$ cat config.mk
export PLATFORM = sky130hd
export DESIGN_NAME = busPathDir
export DESIGN_NICKNAME = d
export VERILOG_FILES = /design/src/rtl/busPathPkg.sv /design/src/rtl/busPathCtrl.sv /design/src/rtl/busPathData.sv /design/src/rtl/busPathDir.sv
export SDC_FILE = /design/constraint.sdc
export NUM_CORES = 1
export LEC_CHECK = 0
export BUFFER_PORTS_ARGS = -buffer_cell sky130_fd_sc_hd__buf_4
export CAP_MARGIN = 10
export CORE_MARGIN = 8
export CORE_UTILIZATION = 25
export DETAILED_ROUTE_END_ITERATION = 16
export PLACE_DENSITY = 0.44
export SLEW_MARGIN = 20
export SYNTH_ARGS = -nofsm -noshare
export SYNTH_HDL_FRONTEND = slang
export SYNTH_SLANG_ARGS = --single-unit
$ cat constraint.sdc
create_clock -name sysClk -period 2.49 [get_ports sysClk]
set_input_delay 0.498 -clock sysClk [delete_from_list [all_inputs] [get_ports sysClk]]
set_output_delay 0.498 -clock sysClk [all_outputs]
set_load 0.1 [all_outputs]
$ cat src/rtl/busPathPkg.sv
package busPathPkg;
  // Strobes passed from the mode decoder to the storage datapath.
  typedef struct packed {
    logic passThru;   // output shows the input directly
    logic trackLoad;  // storage follows the input this edge (transparent mode)
    logic edgeLoad;   // qualified path-clock rising edge: capture
    logic drive;      // output drive allowed
  } pathStrobe_t;
endpackage

$ cat src/rtl/busPathCtrl.sv
module busPathCtrl
  import busPathPkg::*;
(
  input  logic        sysClk,
  input  logic        pathClk,
  input  logic        latchEn,
  input  logic        clkEnN,
  input  logic        outEnN,
  output pathStrobe_t strobe
);
  // Previous sample of the path clock. It needs no reset, because it
  // only mirrors an input one cycle late.
  logic prevClk;
  logic clkRise;

  always_ff @(posedge sysClk) begin
    prevClk <= pathClk;
  end

  assign clkRise = pathClk & ~prevClk;

  always_comb begin
    strobe           = '0;
    strobe.passThru  = latchEn;
    strobe.trackLoad = latchEn;
    strobe.edgeLoad  = ~latchEn & ~clkEnN & clkRise;
    strobe.drive     = ~outEnN;
  end
endmodule

$ cat src/rtl/busPathData.sv
module busPathData
  import busPathPkg::*;
#(
  parameter int WIDTH = 18,
  parameter int LANES = 2
) (
  input  logic             sysClk,
  input  logic             rstN,
  input  pathStrobe_t      strobe,
  input  logic [WIDTH-1:0] dataIn,
  output logic [WIDTH-1:0] dataOut,
  output logic [WIDTH-1:0] storedOut
);
  localparam int LANE_W = WIDTH / LANES;

  logic [WIDTH-1:0] storedQ;
  logic             laneLoad;

  assign laneLoad = strobe.trackLoad | strobe.edgeLoad;

  for (genvar gi = 0; gi < LANES; gi++) begin : g_lane
    localparam int LO = gi * LANE_W;
    localparam int HI = (gi == LANES - 1) ? WIDTH - 1 : LO + LANE_W - 1;
    logic [HI-LO:0] laneQ;

    always_ff @(posedge sysClk or negedge rstN) begin
      if (!rstN) begin
        laneQ <= '0;
      end else if (laneLoad) begin
        laneQ <= dataIn[HI:LO];
      end
    end

    assign storedQ[HI:LO] = laneQ;
  end

  assign dataOut   = strobe.passThru ? dataIn : storedQ;
  assign storedOut = storedQ;

  AST_TRACK_STORES: assert property (@(posedge sysClk) disable iff (!rstN)
    strobe.trackLoad |=> storedQ == $past(dataIn));
  AST_EDGE_CAPTURE: assert property (@(posedge sysClk) disable iff (!rstN)
    strobe.edgeLoad |=> storedQ == $past(dataIn));
endmodule

$ cat src/rtl/busPathDir.sv
module busPathDir
  import busPathPkg::*;
#(
  parameter int WIDTH = 18,
  parameter int LANES = 2
) (
  input  logic             sysClk,
  input  logic             rstN,
  input  logic             pathClk,
  input  logic             latchEn,
  input  logic             clkEnN,
  input  logic             outEnN,
  input  logic [WIDTH-1:0] dataIn,
  output logic [WIDTH-1:0] dataOut,
  output logic             driveEn
);
  pathStrobe_t      strobe;
  logic [WIDTH-1:0] storedQ;

  busPathCtrl ctrl_i (
    .sysClk  (sysClk),
    .pathClk (pathClk),
    .latchEn (latchEn),
    .clkEnN  (clkEnN),
    .outEnN  (outEnN),
    .strobe  (strobe)
  );

  busPathData #(.WIDTH(WIDTH), .LANES(LANES)) data_i (
    .sysClk    (sysClk),
    .rstN      (rstN),
    .strobe    (strobe),
    .dataIn    (dataIn),
    .dataOut   (dataOut),
    .storedOut (storedQ)
  );

  assign driveEn = strobe.drive;

  AST_CLKEN_HOLD: assert property (@(posedge sysClk) disable iff (!rstN)
    (!latchEn && clkEnN) |=> $stable(storedQ));
  AST_STATIC_CLK_HOLD: assert property (@(posedge sysClk) disable iff (!rstN)
    (!latchEn && !(pathClk && !$past(pathClk))) |=> $stable(storedQ));
  AST_OE_NO_TOUCH: assert property (@(posedge sysClk) disable iff (!rstN)
    ($changed(outEnN) && !latchEn && clkEnN) |=> $stable(storedQ));
endmodule

==> impl_metrics.tcl <==
set metrics [dict create \
    final.setup.tns_ns 0 \
    post_cts_resized 0 \
    slowest_stage "buf_4" \
    netlist_instances 121 \
    worstPathCellList "buf_4 -> nand2b_1 -> nand2_1 -> buf_4" \
    ys_warn_count 0 \
    h-tree-depth 1 \
    wirelength_mm 3.31 \
    drv_slew 0 \
    die_x_um 83.2 \
    cts_buffer_depth 2 \
    grt-ovfl-total 0 \
    clk_pin_slew_worst_paths_ns 0.07 \
    setup_viol 0 \
    rows 24 \
    tightest_slew_ns 0.650 \
    diodes 0 \
    die_h_um 83.2 \
    grt_pass1_wl_mm 5.53 \
    gr-usage-all-layers_pct 9.51 \
    ys_top_cells_by_area "dfrtp_1 (40%), nand4bb_1 (18%), nand2_1 (12%)" \
    post-route-min-period_ns 1.81 \
    port_buffers 42 \
    cp_data_arrival_time_ns 1.32 \
    final_common_cell "buf_4" \
    first_pass_iters 4 \
    layout_common_cells "buf_4 (43), nand2_1 (36)" \
    fin_crit_sh_pct 72.9 \
    dp_hpwl_mm 2.31 \
    max_freq_mhz 551 \
    worst_setup_path_end_kind "output pin" \
    worstSkewPairLatency_ns 0.25 \
    vias 1022 \
    avgSynthCellArea_um2 9.33 \
    cap_violations 0 \
    yosys.area.top_type "dfrtp_1" \
    hold_viol_final 0 \
    postCtsHoldBufs 0 \
    max_slew_margin_pct 56.6 \
    grt_max_degree 37 \
    design.die.area_mm2 0.00692 \
    ys_seq_elements 19 \
    cts_root_buf "clkbuf_8" \
    syn-num-nets 145 \
    cts_made_buffers 3 \
    status "completed" \
    leakagePower_nw 0.697 \
    crit_path_frequent_cell "buf_4" \
    skew_ns 0.00245 \
    hold_ws_ns 0.107 \
    tritoncts "yes" \
    cts.sinks 19 \
    wl_per_cell_um 15.8 \
    ant_nets 0 \
    vias_per_cell 4.87 \
    yosysSeqAreaShare_pct 41.7 \
    worst-path-buf-inv 2 \
    critPathTopFamily "buffers and inverters" \
    syn_to_final_growth_pct 33.9 \
    rsz0062_at_grt "no" \
    grt_antenna_before_repair 0 \
    cp-start-kind "primary input" \
    yosysTopAreaCellShare_pct 39.9 \
    crit_fanout 36 \
    gp_congestion 0.666 \
    path_class "primary input to output pin" \
    max_stage_delay_ns 0.29 \
    ys_types 11 \
    hp-class "primary input to asynchronous set/reset pin" \
    required_ns 1.99 \
    nets 183 \
    ios 43 \
    postCtsSetupRepairBufs 0 \
    start_util_pct 25.9 \
    drc 0 \
    core_area_mm2 0.00435 \
    grt_pass1_vias 1087 \
    drive_above_1_share_pct 29.7 \
    vdd_drop_max_mv 0.273 \
    synth_area_mm2 0.00113 \
    drt_iter0_drc 40 \
    power_per_cell_area_mw_per_mm2 646 \
]
## synth_stat cells
cell       count
buf_2          4
buf_6          1
clkbuf_1       5
dfrtp_1       18
dfxtp_1        1
inv_1          1
nand2_1       36
nand2b_1      18
nand4bb_1     18
nor3b_4        1
o211ai_1      18
## area by class of cell
cell class / count / area [um2]
fill: 469 / 2840
multi-input combinational: 91 / 604
sequential: 19 / 470
timing repair buffer: 43 / 323
tap: 52 / 65.1
clock buffer: 4 / 45.0
inverter: 1 / 3.75
## where the power goes
part	switching [mW]	internal [mW]
registers	0.0128	0.339
logic	0.302	0.105
clock network	0.104	0.114
total	0.419	0.558
## routing by layer
metal / track usage, % / vias up / wire length, um
li1: - / 505 / -
met1: 11.2 / 494 / 1500
met4: 2.88 / 0 / 35
met3: 2.93 / 2 / 141
met5: 0 / - / 0
met2: 16.0 / 21 / 1640
## logic make-up (layout without fill, tap and decap cells)
family | Yosys count | count (layout) | synth area share, %
flops | 19 | 19 | 41.7
buf+inv | 11 | 48 | 4.77
simple gates | 73 | 73 | 41.6
compound gates | 18 | 18 | 12.0
## flip-flops by register name, summed over array words and instances, names as in the netlist
register	flops
data_i.g_lane.laneQ	18
ctrl_i.prevClk	1
## stage by stage
step / instance area, um2 / utilization (%) / cells / worst slack (ns) / total power, mW
2_1_floorplan: 1130 / - / 121 / 0.210 / 0.661
3_3_place_gp: 1470 / 33.7 / 206 / 0.691 / 0.766
3_5_place_dp: 1470 / 33.7 / 206 / 0.687 / 0.769
4_1_cts: 1510 / 34.7 / 210 / 0.683 / 0.995
5_1_grt: 1510 / 34.7 / 210 / 0.588 / 1.03
6_report: 1510 / 34.7 / 210 / 0.676 / 0.977
## worst register-to-register path: cells and delay by family, from the launching register on
family | cells | cell delay [ns]
AO/OA/AOI/OAI | 1 | 0.11
flip-flops | 1 | 0.52
AND/OR/NAND/NOR | 1 | 0.42
buffers and inverters | 1 | 0.27
## final timing paths
kind / from / endpoint / slack (ns) / cells past startpoint
setup reg to reg: ctrl_i.prevClk / data_i.g_lane[0].laneQ[2] / 1.03 / 3
hold reg to reg: data_i.g_lane[1].laneQ[7] / data_i.g_lane[1].laneQ[7] / 0.57 / 2
min in group sysClk: dataIn[11] / data_i.g_lane[1].laneQ[2] / 0.49 / 3
hold / removal: rstN / data_i.g_lane[1].laneQ[1] / 0.11 / 1
max in group asynchronous: rstN / data_i.g_lane[0].laneQ[4] / 2.17 / 1
setup / recovery: latchEn / dataOut[9] / 0.68 / 4
(Power assumes the default switching activity.)
